**config.mk**
```make
export PLATFORM = sky130hd
export DESIGN_NAME = rasterGen
export DESIGN_NICKNAME = d
export VERILOG_FILES = /design/src/rtl/rasterPkg.sv /design/src/rtl/rasterRegs.sv /design/src/rtl/rasterCtrl.sv /design/src/rtl/rasterOut.sv /design/src/rtl/rasterGen.sv
export SDC_FILE = /design/constraint.sdc
export NUM_CORES = 1
export LEC_CHECK = 0
export BUFFER_PORTS_ARGS = -buffer_cell sky130_fd_sc_hd__buf_2
export CAP_MARGIN = 20
export CELL_PAD_IN_SITES_DETAIL_PLACEMENT = 1
export CELL_PAD_IN_SITES_GLOBAL_PLACEMENT = 1
export CORE_MARGIN = 2
export CORE_UTILIZATION = 50
export CTS_BUF_LIST = sky130_fd_sc_hd__clkbuf_16
export CTS_CLUSTER_DIAMETER = 150
export DETAILED_ROUTE_END_ITERATION = 8
export GPL_ROUTABILITY_DRIVEN = 0
export PLACE_DENSITY_LB_ADDON = 0.1
export SETUP_SLACK_MARGIN = 0.05
export SYNTH_ARGS = -nofsm -noshare
export SYNTH_HDL_FRONTEND = slang
export SYNTH_SLANG_ARGS = --single-unit
```
**constraint.sdc**
```tcl
create_clock -name clk -period 11.8 [get_ports clk]
set_input_delay 1.18 -clock clk [delete_from_list [all_inputs] [get_ports clk]]
set_output_delay 1.18 -clock clk [all_outputs]
set_load 0.05 [all_outputs]
```
**src/rtl/rasterPkg.sv**
```systemverilog
package rasterPkg;
  localparam int PCD_W   = 10;
  localparam int H_W     = 11;
  localparam int V_W     = 11;
  localparam int COORD_W = 10;

  typedef struct packed {
    logic [5:0]       pplF;
    logic [7:0]       hswF;
    logic [7:0]       hfpF;
    logic [7:0]       hbpF;
    logic [9:0]       lppF;
    logic [5:0]       vswF;
    logic [7:0]       vfpF;
    logic [7:0]       vbpF;
    logic             invV;
    logic             invH;
    logic             invClk;
    logic             invDe;
    logic             bypass;
    logic [PCD_W-1:0] pcd;
    logic [1:0]       vcmpSel;
  } rasterCfg_t;

  typedef struct packed {
    logic               tickNext;
    logic               adv;
    logic               hsAct;
    logic               vsAct;
    logic               deAct;
    logic               vcmpHit;
    logic [COORD_W-1:0] x;
    logic [COORD_W-1:0] y;
  } rasterStrobe_t;
endpackage

```
**src/rtl/rasterRegs.sv**
```systemverilog
module rasterRegs
  import rasterPkg::*;
(
  input  logic        clk,
  input  logic        rstN,
  input  logic        wrEn,
  input  logic [1:0]  wrAddr,
  input  logic [31:0] wrData,
  output rasterCfg_t  cfg,
  output logic        clrStatus
);
  always_ff @(posedge clk) begin
    if (!rstN) begin
      cfg <= '0;
    end else if (wrEn) begin
      case (wrAddr)
        2'd0: begin
          cfg.pplF <= wrData[7:2];
          cfg.hswF <= wrData[15:8];
          cfg.hfpF <= wrData[23:16];
          cfg.hbpF <= wrData[31:24];
        end
        2'd1: begin
          cfg.lppF <= wrData[9:0];
          cfg.vswF <= wrData[15:10];
          cfg.vfpF <= wrData[23:16];
          cfg.vbpF <= wrData[31:24];
        end
        2'd2: begin
          cfg.pcd    <= {wrData[31:27], wrData[4:0]};
          cfg.invV   <= wrData[11];
          cfg.invH   <= wrData[12];
          cfg.invClk <= wrData[13];
          cfg.invDe  <= wrData[14];
          cfg.bypass <= wrData[26];
        end
        default: cfg.vcmpSel <= wrData[1:0];
      endcase
    end
  end

  assign clrStatus = wrEn && (wrAddr == 2'd3) && wrData[8];
endmodule

```
**src/rtl/rasterCtrl.sv**
```systemverilog
module rasterCtrl
  import rasterPkg::*;
(
  input  logic          clk,
  input  logic          rstN,
  input  logic          enable,
  input  rasterCfg_t    cfg,
  output logic          tickQ,
  output rasterStrobe_t st
);
  logic [PCD_W:0] divCnt, pcdLim;
  logic [H_W-1:0] hCnt, hsLen, hActStart, hActEnd, hTotal;
  logic [V_W-1:0] vCnt, vsLen, vActStart, vActEnd, vTotal, vTarget;
  logic           hAct, vAct;

  assign pcdLim = (PCD_W+1)'(cfg.pcd) + (PCD_W+1)'(1);
  assign st.tickNext = enable && (cfg.bypass || (divCnt == pcdLim));
  assign st.adv = tickQ && enable;

  always_ff @(posedge clk) begin
    if (!rstN || !enable) begin
      divCnt <= '0;
      tickQ  <= 1'b0;
    end else begin
      tickQ  <= st.tickNext;
      divCnt <= st.tickNext ? '0 : divCnt + (PCD_W+1)'(1);
    end
  end

  assign hsLen     = H_W'(cfg.hswF) + H_W'(1);
  assign hActStart = hsLen + H_W'(cfg.hbpF) + H_W'(1);
  assign hActEnd   = hActStart + H_W'({cfg.pplF, 4'b0000}) + H_W'(16);
  assign hTotal    = hActEnd + H_W'(cfg.hfpF) + H_W'(1);

  assign vsLen     = V_W'(cfg.vswF) + V_W'(1);
  assign vActStart = vsLen + V_W'(cfg.vbpF);
  assign vActEnd   = vActStart + V_W'(cfg.lppF) + V_W'(1);
  assign vTotal    = vActEnd + V_W'(cfg.vfpF);

  always_ff @(posedge clk) begin
    if (!rstN || !enable) begin
      hCnt <= '0;
      vCnt <= '0;
    end else if (st.adv) begin
      if (hCnt == hTotal - H_W'(1)) begin
        hCnt <= '0;
        vCnt <= (vCnt == vTotal - V_W'(1)) ? '0 : vCnt + V_W'(1);
      end else begin
        hCnt <= hCnt + H_W'(1);
      end
    end
  end

  always_comb begin
    case (cfg.vcmpSel)
      2'd0:    vTarget = '0;
      2'd1:    vTarget = vsLen;
      2'd2:    vTarget = vActStart;
      default: vTarget = (cfg.vfpF == 8'd0) ? '0 : vActEnd;
    endcase
  end

  assign hAct       = (hCnt >= hActStart) && (hCnt < hActEnd);
  assign vAct       = (vCnt >= vActStart) && (vCnt < vActEnd);
  assign st.hsAct   = hCnt < hsLen;
  assign st.vsAct   = vCnt < vsLen;
  assign st.deAct   = hAct && vAct;
  assign st.vcmpHit = (hCnt == '0) && (vCnt == vTarget);
  assign st.x       = st.deAct ? COORD_W'(hCnt - hActStart) : '0;
  assign st.y       = st.deAct ? COORD_W'(vCnt - vActStart) : '0;
endmodule

```
**src/rtl/rasterOut.sv**
```systemverilog
module rasterOut
  import rasterPkg::*;
(
  input  logic               clk,
  input  logic               rstN,
  input  logic               enable,
  input  rasterCfg_t         cfg,
  input  rasterStrobe_t      st,
  input  logic               clrStatus,
  output logic               panelClk,
  output logic               hsyncOut,
  output logic               vsyncOut,
  output logic               dataEnOut,
  output logic [COORD_W-1:0] pixX,
  output logic [COORD_W-1:0] lineY,
  output logic               vcmpPulse,
  output logic               vcmpStatus
);
  logic setStatus;
  assign setStatus = st.adv && st.vcmpHit;

  always_ff @(posedge clk) begin
    if (!rstN) begin
      panelClk  <= 1'b0;
      hsyncOut  <= 1'b0;
      vsyncOut  <= 1'b0;
      dataEnOut <= 1'b0;
      pixX      <= '0;
      lineY     <= '0;
      vcmpPulse <= 1'b0;
    end else if (!enable) begin
      panelClk  <= cfg.invClk;
      hsyncOut  <= cfg.invH;
      vsyncOut  <= cfg.invV;
      dataEnOut <= cfg.invDe;
      pixX      <= '0;
      lineY     <= '0;
      vcmpPulse <= 1'b0;
    end else begin
      panelClk  <= st.tickNext ^ cfg.invClk;
      vcmpPulse <= setStatus;
      if (st.adv) begin
        hsyncOut  <= st.hsAct ^ cfg.invH;
        vsyncOut  <= st.vsAct ^ cfg.invV;
        dataEnOut <= st.deAct ^ cfg.invDe;
        pixX      <= st.x;
        lineY     <= st.y;
      end
    end
  end

  always_ff @(posedge clk) begin
    if (!rstN) vcmpStatus <= 1'b0;
    else       vcmpStatus <= (vcmpStatus && !clrStatus) || setStatus;
  end
endmodule

```
**src/rtl/rasterGen.sv**
```systemverilog
module rasterGen
  import rasterPkg::*;
(
  input  logic        clk,
  input  logic        rstN,
  input  logic        enable,
  input  logic        wrEn,
  input  logic [1:0]  wrAddr,
  input  logic [31:0] wrData,
  output logic        pixClkEn,
  output logic        panelClk,
  output logic        hsyncOut,
  output logic        vsyncOut,
  output logic        dataEnOut,
  output logic [9:0]  pixX,
  output logic [9:0]  lineY,
  output logic        vcmpPulse,
  output logic        vcmpStatus
);
  rasterCfg_t    cfg;
  rasterStrobe_t st;
  logic          clrStatus;

  rasterRegs u_regs (
    .clk(clk), .rstN(rstN), .wrEn(wrEn), .wrAddr(wrAddr), .wrData(wrData),
    .cfg(cfg), .clrStatus(clrStatus)
  );

  rasterCtrl u_ctrl (
    .clk(clk), .rstN(rstN), .enable(enable), .cfg(cfg),
    .tickQ(pixClkEn), .st(st)
  );

  rasterOut u_out (
    .clk(clk), .rstN(rstN), .enable(enable), .cfg(cfg), .st(st),
    .clrStatus(clrStatus), .panelClk(panelClk), .hsyncOut(hsyncOut),
    .vsyncOut(vsyncOut), .dataEnOut(dataEnOut), .pixX(pixX), .lineY(lineY),
    .vcmpPulse(vcmpPulse), .vcmpStatus(vcmpStatus)
  );
endmodule

```
Word-level counts from Yosys, hierarchy flattened --
Index checks and enable logic that the tools add are counted.
Operators by class: magnitude comparators 6, mux-type cells 13, bitwise operators 5, eq/ne operators 10, $add $sub $neg 20, reduce and logical (&&, ||, !) cells 28
Operators with widths (count):
- $add 11x1->11 const B | 6
- $eq 11x11->1 | 4
- $add 11x8->11 | 3
- $mux 11 | 3
- $pmux 11 s3 | 1
- $add 11x10->11 | 2
- $ge 11x11->1 | 2
- $lt 11x11->1 | 2
- $sub 11x1->11 const B | 2
- $mux 10 | 2
- $sub 10x10->10 | 2
- $reduce_and 2->1 | 6
- $add 10x1->11 const B | 1
- $add 11x5->11 const B | 1
- $logic_not 11->1 | 1
- $lt 11x7->1 | 1
- $lt 11x9->1 | 1
- $logic_and 1x1->1 | 10
- $add 7x8->9 | 1
- $add 8x1->9 const B | 1
- $logic_not 8->1 | 1
- $add 6x1->7 const B | 1
- $mux 1 | 7
- $eq 2x2->1 const B | 3
- 9 further kinds | 18
Word-level totals: flip-flop bits (word level) 139, input bits 38

Logic depth before layout (Yosys ltp) --
Gate-level depths: netlist of run 1.
depth after elaboration 11, mapped depth 28, mapped depth without buffers 27

By module --
From an unflattened synthesis of run 1, not the netlist that was laid out.
Second synthesis, totals: cells, all modules 1265, area total of the unflattened synthesis 10612.7 sq um
Modules (own cells, without submodules):
- rasterCtrl | area each 6565.0 sq um, instances 1, cells each 873, seq. area each 680.7 sq um
- rasterRegs | area each 3020.4 sq um, instances 1, cells each 296, seq. area each 1581.5 sq um
- rasterOut | area each 1027.2 sq um, instances 1, cells each 96, seq. area each 520.5 sq um

Least setup slack after synthesis of run 1 --
OpenSTA, ideal clock, no wires.
kind register to register, start point register u_regs.cfg[33] (netlist name), end point register u_ctrl.vCnt[0], arrival 5.252 ns, cell stages (with the launch flop) 22, data required time 11.684 ns, path slack 6.432 ns, path through dfxtp_1 -> ha_1 -> xor2_1 -> ha_1 -> a21o_1 -> a21o_1 -> a21o_1 -> a21oi_1 -> xnor2_1 -> ha_1 -> or4_4 -> o21a_1 -> xnor2_1 -> xor2_1 -> ha_1 -> or4b_1 -> a221oi_1 -> a221oi_1 -> a31oi_1 -> xnor2_1 -> nand3b_1 -> a31o_2
Between the ends: word-level cells in the longest chain between the ends 8
RTL lines:
- $add 6x1->7 | RTL line rasterCtrl.sv:35 | assign vsLen = V_W'(cfg.vswF) + V_W'(1);
- $add 7x8->9 | RTL line rasterCtrl.sv:36 | assign vActStart = vsLen + V_W'(cfg.vbpF);
- $add 11x10->11 | RTL line rasterCtrl.sv:37 | assign vActEnd = vActStart + V_W'(cfg.lppF) + V_W'(1);
- $add 11x1->11 | RTL line rasterCtrl.sv:37
- $add 11x8->11 | RTL line rasterCtrl.sv:38 | assign vTotal = vActEnd + V_W'(cfg.vfpF);
- $sub 11x1->11 | RTL line rasterCtrl.sv:47 | vCnt <= (vCnt == vTotal - V_W'(1)) ? '0 : vCnt + V_W'(1);
- $eq 11x11->1 | RTL line rasterCtrl.sv:47
- $mux 11 | RTL line rasterCtrl.sv:47
- end signal: assignment | RTL line rasterCtrl.sv:47
- end: declaration | RTL line rasterCtrl.sv:13 | logic [V_W-1:0] vCnt, vsLen, vActStart, vActEnd, vTotal, vTarget;
No other way between the ends. A chain may end at the register's enable or synchronous reset.

Worst setup path in the final report of run 1 --
start point register u_regs.cfg[33] (netlist name), end point register u_ctrl.vCnt[7]
Between the ends: word-level cells in the longest chain between the ends 8
RTL lines (RTL line):
- $add 6x1->7 | rasterCtrl.sv:35
- $add 7x8->9 | rasterCtrl.sv:36
- $add 11x10->11 | rasterCtrl.sv:37
- $add 11x1->11 | rasterCtrl.sv:37
- $add 11x8->11 | rasterCtrl.sv:38
- $sub 11x1->11 | rasterCtrl.sv:47
- $eq 11x11->1 | rasterCtrl.sv:47
- $mux 11 | rasterCtrl.sv:47
No other way between the ends.

==> flow_metrics.py, run 1 <==
metrics = {
    "outcome": {
        "outcome": "complete, no violations",
    },
    "setup_path": {
        "path_buf_inv": 3,
        "cpMostUsedCell": "ha_1",
        "endpoint_kind": "flip-flop",
        "critical-path-slowest-cell": "or4b_1",
        "cp.required_ns": 12.10,
        "crit_family": "compound AO/OA/AOI/OAI gates",
        "critical_path.startpoint_type": "flip-flop",
        "crit_start": "u_regs.cfg[33]",
        "critPathMaxStageDelay_ns": 0.56,
        "worstReg2RegEnd": "u_ctrl.vCnt[7]",
        "cp_max_fo": 9,
        "r2r_slack_ns": 5.21,
        "worstReg2RegStart": "u_regs.cfg[33]",
        "critical_path_class": "reg2reg",
        "r2r_cells": 25,
        "crit_arrival_ns": 6.88,
    },
    "logic_synthesis": {
        "yosys.area.top_type": "dfxtp_1",
        "syn_nets": 1485,
        "synth-compound-area-share": 0.1926,
        "synth_warnings": 0,
        "synth_edf_count": 0,
        "syn_inst": 1328,
        "yosysTopAreaCellShare": 0.2724,
        "synth_simple_gate_area_frac": 0.2092,
        "yosysSeqAreaShare": 0.2724,
        "synth.area.mux_share": 0.001960,
        "netlist_area_um2": 10210,
        "synth_top_family_by_area": "simple AND/OR/NAND/NOR gates",
        "synthAdderAreaFrac": 0.1517,
        "ys.flop_type": "dfxtp_1",
        "ys_seq_elements": 139,
        "synth_xor_area_frac": 0.1132,
        "avgSynthCellArea_um2": 7.691,
        "synth_cell_types": 74,
        "synthArstFlopShare": 0,
        "synth.area.top_cells": "dfxtp_1 (27%), ha_1 (14%), nand2_1 (7.4%), a21oi_1 (6.9%), xnor2_1 (6.4%)",
    },
    "global_routing": {
        "grt_usage": 0.3062,
        "first_global_vias": 9930,
        "antenna_found_initial": 0,
        "grt_pass1_wl_um": 52790,
        "grt_start_max_net_pins": 76,
        "grt.overflow.total": 0,
    },
    "route": {
        "viasPerCell": 5.911,
        "drt_iter0_drc": 512,
        "ant_nets": 0,
        "drt-total-wl_um": 33020,
        "dr.pass1.iters": 5,
        "post_drt_wl_per_cell_um": 20.05,
        "drc": 0,
        "vias": 9735,
    },
    "clock_network": {
        "cts_max_path_buffers": 2,
        "cts.repair_timing.setup_buffer_count": 0,
        "cts_buffers": 17,
        "root_buffer": "clkbuf_16",
        "cts_sinks": 139,
        "cts_max_level": 4,
        "cts.clk_slew.worst_paths_ns": 0.07,
        "hold_buffers": 0,
        "cts_tree": "done",
        "cts_resized": 0,
        "clk_latency_ns": 0.44,
    },
    "floorplan": {
        "ios": 65,
        "start_util": 0.5064,
        "die_height_um": 146.9,
        "rows": 52,
        "die_w_um": 146.9,
        "die-area_um2": 21590,
        "coreArea_um2": 20170,
    },
    "finish": {
        "drive_above_1_share": 0.08860,
        "utilization": 0.5613,
        "antenna_cells": 0,
        "syn_to_final_growth_pct": 10.84,
        "nets": 1521,
    },
    "min_path": {
        "min_from": "u_out.pixX[8]",
        "hp-class": "reg2reg",
        "whs_path_depth": 2,
        "hold_path_end": "u_out.pixX[8]",
    },
    "sta": {
        "rsz0062_at_grt": "no",
        "hold_slack_ns": 0.4512,
        "period_share": 0.5581,
        "tightest_slew_ns": 1.005,
        "layout_min_cycle_time_ns": 6.586,
        "setup_violations": 0,
        "max-slew-margin-rel": 0.3300,
        "hold_violations": 0,
        "max_freq_mhz": 151.8,
        "finalClockSkew_ns": 0.01601,
        "setup_tns_ns": 0,
        "maxSlewViolCount": 0,
    },
    "run": {
        "max_cap_viol_count": 0,
    },
    "placement": {
        "port_buffers": 64,
        "place_hpwl_um": 25440,
    },
    "power": {
        "p_sw_mw": 0.4243,
        "p_leak_nw": 4.767,
        "p_seq_frac": 0.367,
        "internal_power_mw": 0.9165,
        "power_density_nw_per_um2": 118.4,
        "p_sw_frac": 0.3164,
        "ir_drop_mv": 0.08726,
        "pwr-share-comb": 0.207,
        "power.total_mw": 1.341,
        "pwr-share-clk": 0.425,
    },
}
-- metal layers --
layer / GRT usage / routed length (µm)
met1: 0.4233 / 15350
met2: 0.5054 / 15350
met3: 0.04006 / 1731
met4: 0.08365 / 580
met5: 0 / 0
-- cell usage after synthesis (4+ instances only) --
master,count
dfxtp_1,139
or4_1,4
nand3b_1,5
or2_2,4
a22oi_1,7
nand3_1,41
a211oi_1,14
buf_2,4
nor2b_1,10
or3_1,6
a31oi_1,8
a21oi_1,140
o211ai_1,6
xor2_1,49
nor4_1,9
fa_1,8
nor2_1,107
nor3_1,24
ha_1,111
o21a_1,21
nand2_1,202
xnor2_1,75
o21ai_0,46
clkbuf_1,45
nand2b_1,11
inv_1,103
and3_1,9
o21bai_1,5
o31a_1,4
a21o_1,20
a221oi_1,7
nand4_1,20
-- state kept, by name (all words and copies together) (netlist names) --
| name | count |
|---|---|
| u_ctrl.tickQ | 1 |
| u_out.vcmpStatus | 1 |
| u_out.hsyncOut | 1 |
| u_ctrl.divCnt | 11 |
| u_ctrl.vCnt | 11 |
| u_out.vcmpPulse | 1 |
| u_out.dataEnOut | 1 |
| u_ctrl.hCnt | 11 |
| u_out.vsyncOut | 1 |
| u_out.lineY | 10 |
| u_out.panelClk | 1 |
| u_out.pixX | 10 |
| u_regs.cfg | 79 |
-- tightest hold or removal path, stage by stage, from the launching register on --
cell and delay (ns):
dfxtp_1 0.30, nand2_1 0.05, a21oi_1 0.05
-- cells by family after synthesis --
| family | after synthesis |
|---|---|
| AO/OA/AOI/OAI | 316 |
| XOR/XNOR | 127 |
| adder cells (fa/ha/maj) | 119 |
| buffers and inverters | 156 |
| flip-flops | 139 |
| multiplexers | 2 |
| AND/OR/NAND/NOR | 469 |
-- power by group through the flow --
stage               clock network (mW)  logic (mW)  registers [mW]
floorplan                            0       0.200           0.502
global placement                     0       0.264           0.502
detailed placement                   0       0.275           0.503
CTS                              0.576       0.278           0.492
global route                     0.599       0.307           0.493
finish                           0.570       0.278           0.493
-- worst max path at each step --
| stage | endpoint | slack [ns] | cells past startpoint |
|---|---|---|---|
| detailed placement | u_ctrl.vCnt[7] | 5.39 | 25 |
| global placement | u_ctrl.vCnt[2] | 5.64 | 25 |
| finish | u_ctrl.vCnt[7] | 5.21 | 25 |
| floorplan | u_ctrl.vCnt[0] | 6.43 | 21 |
| global route | u_ctrl.vCnt[2] | 4.93 | 25 |
| CTS | u_ctrl.vCnt[6] | 5.32 | 25 |
-- layout make-up --
type | instances | area [µm²]
Clock inverter | 15 | 190.2
Multi-Input combinational cell | 1033 | 6837
Sequential cell | 139 | 2783
Timing Repair Buffer | 69 | 357.8
Tap cell | 270 | 337.8
Fill cell | 2566 | 8848
Clock buffer | 17 | 425.4
Inverter | 104 | 390.4
-- cell usage in the layout (no fill, tap or decap), types with 21 or more instances in the layout --
cell,count
dfxtp_1,139
nor3_1,24
buf_2,64
o21a_1,21
o21ai_0,46
inv_1,102
ha_1,111
nand2_1,202
xor2_1,49
a21oi_1,140
xnor2_1,75
nor2_1,106
nand3_1,41
-- metrics by stage --
step | area [µm²] | cells | setup WS [ns]
6_report | 11320 | 1647 | 5.214
3_3_place_gp | 10710 | 1615 | 5.636
5_1_grt | 11320 | 1647 | 4.930
4_1_cts | 11320 | 1647 | 5.317
2_1_floorplan | 10210 | 1328 | 6.432
3_5_place_dp | 10710 | 1615 | 5.394
No activity file was read; power rests on OpenSTA's default activity.
==> run 2, diff against run 1 <==
--- a/config.mk
+++ b/config.mk
@@ -5,12 +5,13 @@
 export SDC_FILE = /design/constraint.sdc
 export NUM_CORES = 1
 export LEC_CHECK = 0
+export ABC_AREA = 1
 export BUFFER_PORTS_ARGS = -buffer_cell sky130_fd_sc_hd__buf_2
 export CAP_MARGIN = 20
 export CELL_PAD_IN_SITES_DETAIL_PLACEMENT = 1
 export CELL_PAD_IN_SITES_GLOBAL_PLACEMENT = 1
 export CORE_MARGIN = 2
-export CORE_UTILIZATION = 50
+export CORE_UTILIZATION = 40
 export CTS_BUF_LIST = sky130_fd_sc_hd__clkbuf_16
 export CTS_CLUSTER_DIAMETER = 150
 export DETAILED_ROUTE_END_ITERATION = 8
==> constraint.sdc (replaced) <==
create_clock -name clk -period 5.5 [get_ports clk]
set_input_delay 0.55 -clock clk [delete_from_list [all_inputs] [get_ports clk]]
set_output_delay 0.55 -clock clk [all_outputs]
set_load 0.05 [all_outputs]
==> run 2 against run 1 <==
Sequential share of layout area shrank 2.3 points. Count of clock-buffer cells in the layout did not move. Area after synthesis is 6.2% higher. Non-clock buffer count up 23. First-iteration DRC count is 46% higher. Worst setup slack worse by 4.8 ns. Wire length is 18% higher. Power rose by 140%. Combinational power grew to 3.6 times the previous value. Largest power group unchanged.
==> flow_metrics.py, run 2 <==
metrics = {
    "placement": {
        "port_buffers": 64,
        "place_hpwl_um": 31410,
    },
    "finish": {
        "drive_above_1_share": 0.1155,
        "nets": 1901,
        "top_register": "u_regs.cfg",
        "fillers": 3572,
        "antenna_cells": 0,
        "syn_to_final_growth_pct": 15.40,
        "final_cell_mix": "nand2_1 (356), inv_1 (220), nor2_1 (210)",
        "final_common_cell": "nand2_1",
        "largest_reg_flops": 79,
    },
    "logic_synthesis": {
        "netlist_area_um2": 10850,
        "synth.area.mux_share": 0,
        "synth_top_family_by_area": "simple AND/OR/NAND/NOR gates",
        "synth-compound-area-share": 0.1336,
        "synth_cell_types": 48,
        "synth.most_common_cell": "nand2_1",
        "synth_commonest_cells": "nand2_1 (359), inv_1 (220), nor2_1 (212)",
        "synth_warnings": 0,
        "synthArstFlopShare": 0,
        "yosys.area.top_type": "dfxtp_1",
        "yosysSeqAreaShare": 0.2564,
        "yosysTopAreaCellShare": 0.2564,
        "ys.flop_type": "dfxtp_1",
        "synth_xor_area_frac": 0.05004,
        "avgSynthCellArea_um2": 6.494,
        "syn_inst": 1671,
        "synth_simple_gate_area_frac": 0.3230,
        "synthAdderAreaFrac": 0.1427,
        "syn_nets": 1828,
        "synth.area.top_cells": "dfxtp_1 (26%), ha_1 (13%), nand2_1 (12%), inv_1 (7.6%), nor2_1 (7.3%)",
        "ys_seq_elements": 139,
        "synth_edf_count": 0,
    },
    "outcome": {
        "outcome": "complete, no violations",
    },
    "min_path": {
        "hold_path_end": "u_regs.cfg[17]",
        "min_from": "wrData[24]",
        "hp-class": "in2reg",
        "whs_path_depth": 3,
    },
    "setup_path": {
        "endpoint_kind": "flip-flop",
        "worstReg2RegStart": "u_regs.cfg[65]",
        "crit_family": "adder cells",
        "r2r_slack_ns": 0.42,
        "crit_arrival_ns": 5.43,
        "critical_path_class": "reg2reg",
        "worstReg2RegEnd": "u_out.lineY[7]",
        "critical-path-slowest-cell": "dfxtp_4",
        "cpMostUsedCell": "nand2_1",
        "critical_path.startpoint_type": "flip-flop",
        "cp_max_fo": 20,
        "path_buf_inv": 4,
        "cp.required_ns": 5.85,
        "r2r_cells": 31,
        "critPathMaxStageDelay_ns": 0.37,
    },
    "sta": {
        "setup_violations": 0,
        "max-slew-margin-rel": 0.4565,
        "setup_tns_ns": 0,
        "max_freq_mhz": 196.8,
        "maxSlewViolCount": 0,
        "hold_violations": 0,
        "finalClockSkew_ns": 0.01256,
        "layout_min_cycle_time_ns": 5.080,
        "tightest_slew_ns": 0.8144,
        "period_share": 0.9236,
    },
    "floorplan": {
        "die_height_um": 168.7,
        "rows": 60,
        "start_util": 0.4049,
        "ios": 65,
        "coreArea_um2": 26800,
        "die_w_um": 168.7,
        "die-area_um2": 28460,
    },
    "clock_network": {
        "cts_max_level": 4,
        "cts_buffers": 17,
        "cts.clk_slew.worst_paths_ns": 0.07,
        "hold_buffers": 0,
        "cts_sinks": 139,
        "cts_max_path_buffers": 2,
        "clk_latency_ns": 0.44,
        "cts_tree": "done",
        "root_buffer": "clkbuf_16",
    },
    "route": {
        "post_drt_wl_per_cell_um": 18.63,
        "drt_iter0_drc": 748,
        "viasPerCell": 5.426,
        "vias": 11380,
        "ant_nets": 0,
        "drc": 0,
        "dr.pass1.iters": 5,
        "drt-total-wl_um": 39090,
    },
    "power": {
        "p_seq_frac": 0.333,
        "ir_drop_mv": 0.1306,
        "p_leak_nw": 6.152,
        "p_sw_mw": 1.213,
        "pwr-share-clk": 0.361,
        "p_sw_frac": 0.3763,
        "power_density_nw_per_um2": 257.5,
        "internal_power_mw": 2.011,
        "pwr-share-comb": 0.307,
        "power.total_mw": 3.225,
    },
    "global_routing": {
        "grt_pass1_wl_um": 61900,
        "grt.overflow.total": 0,
        "grt_usage": 0.2774,
        "grt_start_max_net_pins": 84,
        "first_global_vias": 11380,
        "antenna_found_initial": 0,
    },
    "run": {
        "max_cap_viol_count": 0,
    },
}
run 2: worst max-delay path by stage:
stage	startpoint	end	slack [ns]	cells past startpoint
after global placement	u_regs.cfg[65]	u_out.pixX[9]	0.11	30
after CTS	u_regs.cfg[65]	u_out.lineY[7]	0.08	28
after global routing	u_regs.cfg[34]	u_ctrl.vCnt[2]	-0.01	35
after detailed placement	u_regs.cfg[65]	u_out.pixX[9]	-0.07	30
final	u_regs.cfg[65]	u_out.lineY[7]	0.42	31
after floorplan	u_regs.cfg[65]	u_ctrl.vCnt[2]	1.0	34
run 2: repair_timing:
item                       CTS  global route
setup buffers                3             2
pin swaps                    1             9
gates resized for setup      3            57
setup endpoints to repair   30            43
run 2: metal layers:
layer / global-route usage / share of wire / vias up
li1: - / - / 5596
met1: 0.3860 / 0.48 / 5467
met2: 0.4496 / 0.45 / 264
met3: 0.03250 / 0.042 / 57
met4: 0.08658 / 0.026 / 0
met5: 0 / 0 / -
run 2: cell families (layout without fill, tap and decap cells):
| logic type | Yosys count | count (layout) |
|---|---|---|
| AO/OA/AOI/OAI | 274 | 274 |
| AND/OR/NAND/NOR | 810 | 810 |
| flip-flops | 139 | 139 |
| adder cells (fa/ha/maj) | 119 | 119 |
| XOR/XNOR | 62 | 62 |
| buffers and inverters | 267 | 353 |
run 2: per-stage QoR:
step | instance area (µm²) | std cells | hold WS (ns) | setup WS (ns) | utilization
finish | 12520 | 2098 | 0.3771 | 0.4199 | 0.4673
global placement | 11610 | 2061 | 0.4453 | 0.1140 | 0.4331
CTS | 12210 | 2096 | 0.3694 | 0.08314 | 0.4557
detailed placement | 11610 | 2061 | 0.4507 | -0.06751 | 0.4331
floorplan | 10850 | 1671 | 0.4297 | 0.9967 | -
global route | 12520 | 2098 | 0.4135 | -0.01475 | 0.4673
run 2: area by class of cell:
type | count | area, µm² | area share
multi-input combinational | 1265 | 7331 | 0.5854
sequential | 139 | 2791 | 0.2229
inverter | 229 | 859.6 | 0.06864
timing repair buffer | 92 | 543.0 | 0.04336
tap | 341 | 426.7 | 0.03407
clock buffer | 17 | 425.4 | 0.03397
clock inverter | 15 | 146.4 | 0.01169
run 2: worst min-delay path, delay by kind of cell:
kind                   cells  cell delay [ns]
buffers and inverters      1             0.09
and+or+nand+nor            2             0.13
run 2: power by group through the flow:
stage | clock network, mW | registers (mW) | logic [mW]
3_5_place_dp | 0 | 1.09 | 0.941
2_1_floorplan | 0 | 1.09 | 0.656
6_report | 1.16 | 1.07 | 0.989
3_3_place_gp | 0 | 1.09 | 0.916
4_1_cts | 1.18 | 1.07 | 0.952
5_1_grt | 1.22 | 1.08 | 1.12
==> run 3, diff against run 2 <==
--- a/config.mk
+++ b/config.mk
@@ -6,7 +6,7 @@
 export NUM_CORES = 1
 export LEC_CHECK = 0
 export ABC_AREA = 1
-export BUFFER_PORTS_ARGS = -buffer_cell sky130_fd_sc_hd__buf_2
+export BUFFER_PORTS_ARGS = -buffer_cell sky130_fd_sc_hd__buf_4
 export CAP_MARGIN = 20
 export CELL_PAD_IN_SITES_DETAIL_PLACEMENT = 1
 export CELL_PAD_IN_SITES_GLOBAL_PLACEMENT = 1
==> run 3 against run 2 <==
Combinational power about the same. Count of clock-buffer cells in the layout unchanged. Flip-flop and latch count did not move. Non-clock buffer count increased by 4.
==> flow_metrics.py, run 3 (synthesized netlist as in run 2, its figures left out) <==
metrics = {
    "finish": {
        "drive_above_1_share": 0.1153,
        "fin_area_um2": 12730,
        "top_register": "u_regs.cfg",
        "multi_input_area_um2": 7303,
        "final_cell_mix": "nand2_1 (356), inv_1 (220), nor2_1 (210)",
        "syn_to_final_growth_pct": 17.32,
        "largest_reg_flops": 79,
        "final_common_cell": "nand2_1",
        "nets": 1905,
        "fillers": 3535,
        "final_cells": 2102,
        "antenna_cells": 0,
        "utilization": 0.4750,
        "seqCellArea_um2": 2789,
    },
    "sta": {
        "max_freq_mhz": 196.6,
        "finalClockSkew_ns": 0.01762,
        "setup_tns_ns": 0,
        "timing.final.ws_setup_ns": 0.4145,
        "period_share": 0.9246,
        "hold_violations": 0,
        "hold_slack_ns": 0.3503,
        "max-slew-margin-rel": 0.4710,
        "setup_violations": 0,
        "layout_min_cycle_time_ns": 5.086,
        "maxSlewViolCount": 0,
        "tightest_slew_ns": 0.7926,
    },
    "outcome": {
        "outcome": "complete, no violations",
    },
    "power": {
        "p_sw_mw": 1.252,
        "power_density_nw_per_um2": 257.7,
        "ir_drop_mv": 0.1924,
        "p_leak_nw": 6.225,
        "power.total_mw": 3.281,
        "p_sw_frac": 0.3814,
        "pwr-share-comb": 0.300,
        "internal_power_mw": 2.030,
        "p_seq_frac": 0.326,
        "pwr-share-clk": 0.373,
    },
    "clock_network": {
        "cts_tree": "done",
        "cts_buffers": 17,
        "cts_sinks": 139,
        "cts.clk_slew.worst_paths_ns": 0.08,
        "cts_max_path_buffers": 2,
        "clk_latency_ns": 0.44,
        "root_buffer": "clkbuf_16",
        "cts_max_level": 4,
    },
    "route": {
        "vias": 11320,
        "routed.top_layer": "met4",
        "post_drt_wl_per_cell_um": 18.88,
        "dr_wl_met3_um": 1909,
        "drc": 0,
        "dr.pass1.iters": 6,
        "wl_met1_um": 18610,
        "drt_iter0_drc": 651,
        "drt-total-wl_um": 39680,
        "ant_nets": 0,
        "wl_met2_um": 18190,
        "viasPerCell": 5.384,
    },
    "placement": {
        "place_hpwl_um": 31660,
        "placed_area_um2": 11750,
        "dp_slack_ns": -0.003098,
        "place_inst": 2058,
        "port_buffers": 64,
    },
    "global_routing": {
        "grt.overflow.total": 0,
        "antenna_found_initial": 0,
        "first_global_vias": 11160,
        "grt_start_max_net_pins": 85,
        "grt_usage": 0.2771,
        "grt_pass1_wl_um": 61200,
    },
    "floorplan": {
        "coreArea_um2": 26800,
        "rows": 60,
        "die_w_um": 168.7,
        "die_height_um": 168.7,
        "start_util": 0.4049,
        "ios": 65,
        "die-area_um2": 28460,
    },
    "setup_path": {
        "endpoint_kind": "flip-flop",
        "critical_path.startpoint_type": "flip-flop",
        "crit_arrival_ns": 5.44,
        "worstReg2RegStart": "u_regs.cfg[65]",
        "worstReg2RegEnd": "u_out.lineY[7]",
        "critical_path_class": "reg2reg",
        "r2r_slack_ns": 0.41,
        "critical-path-slowest-cell": "fa_1",
        "cpMostUsedCell": "nand2_1",
        "critPathMaxStageDelay_ns": 0.43,
        "cp_max_fo": 20,
        "cp.required_ns": 5.85,
        "r2r_cells": 28,
    },
    "min_path": {
        "whs_path_depth": 3,
        "min_from": "wrData[24]",
        "hold_path_end": "u_regs.cfg[17]",
        "hp-class": "in2reg",
    },
    "run": {
        "max_cap_viol_count": 0,
    },
}
run 3: cell count changes in the layout (fill, tap and decap cells not counted), sizes merged:
cell	delta
clkinv	+5
inv	-3
clkinvlp	-2
buf	+4
run 3: worst max path at each step:
stage / start / to / slack (ns) / cells after the start
after global routing: u_regs.cfg[65] / u_out.pixX[2] / -0.004 / 29
final: u_regs.cfg[65] / u_out.lineY[7] / 0.41 / 28
after detailed placement: u_regs.cfg[65] / u_out.lineY[7] / -0.003 / 30
after floorplan: u_regs.cfg[65] / u_ctrl.vCnt[2] / 1.0 / 34
after CTS: u_regs.cfg[65] / u_out.lineY[7] / 0.05 / 30
after global placement: u_regs.cfg[65] / u_out.pixX[9] / 0.09 / 30
run 3: timing repair:
item                       4_1_cts  5_1_grt
setup buffers                    1       11
hold buffers                     0        0
setup endpoints to repair       23       43
resized for setup                3       53
pin swaps                        0       11
cloned                           0        0
run 3: final cells by class:
cell class | count | area share
clock buffer | 17 | 0.03342
multi-input combinational | 1265 | 0.5737
timing repair buffer | 96 | 0.05759
inverter | 229 | 0.06771
tap | 341 | 0.03351
clock inverter | 15 | 0.01504
sequential | 139 | 0.2191
run 3: worst max-delay path: cells and delay by family (launching register included):
family	cells	cell delay, ns
and+or+nand+nor	10	1.14
DFF	1	0.38
xor gates and xnor gates	1	0.18
buffers and inverters	4	0.35
AOI/OAI and AO/OA	8	1.31
adders and majority gates	5	1.65
run 3: routing by layer:
layer,GRT usage,vias up
met1,0.3733,5426
met3,0.04536,53
met2,0.4556,235
li1,-,5603
met4,0.08321,0
met5,0,-
run 3: power groups by stage:
stage / logic, mW / clock network, mW / registers (mW)
finish: 0.986 / 1.23 / 1.07
global route: 1.12 / 1.28 / 1.07
CTS: 0.948 / 1.24 / 1.07
global placement: 0.916 / 0 / 1.09
floorplan: 0.656 / 0 / 1.09
detailed placement: 0.937 / 0 / 1.09
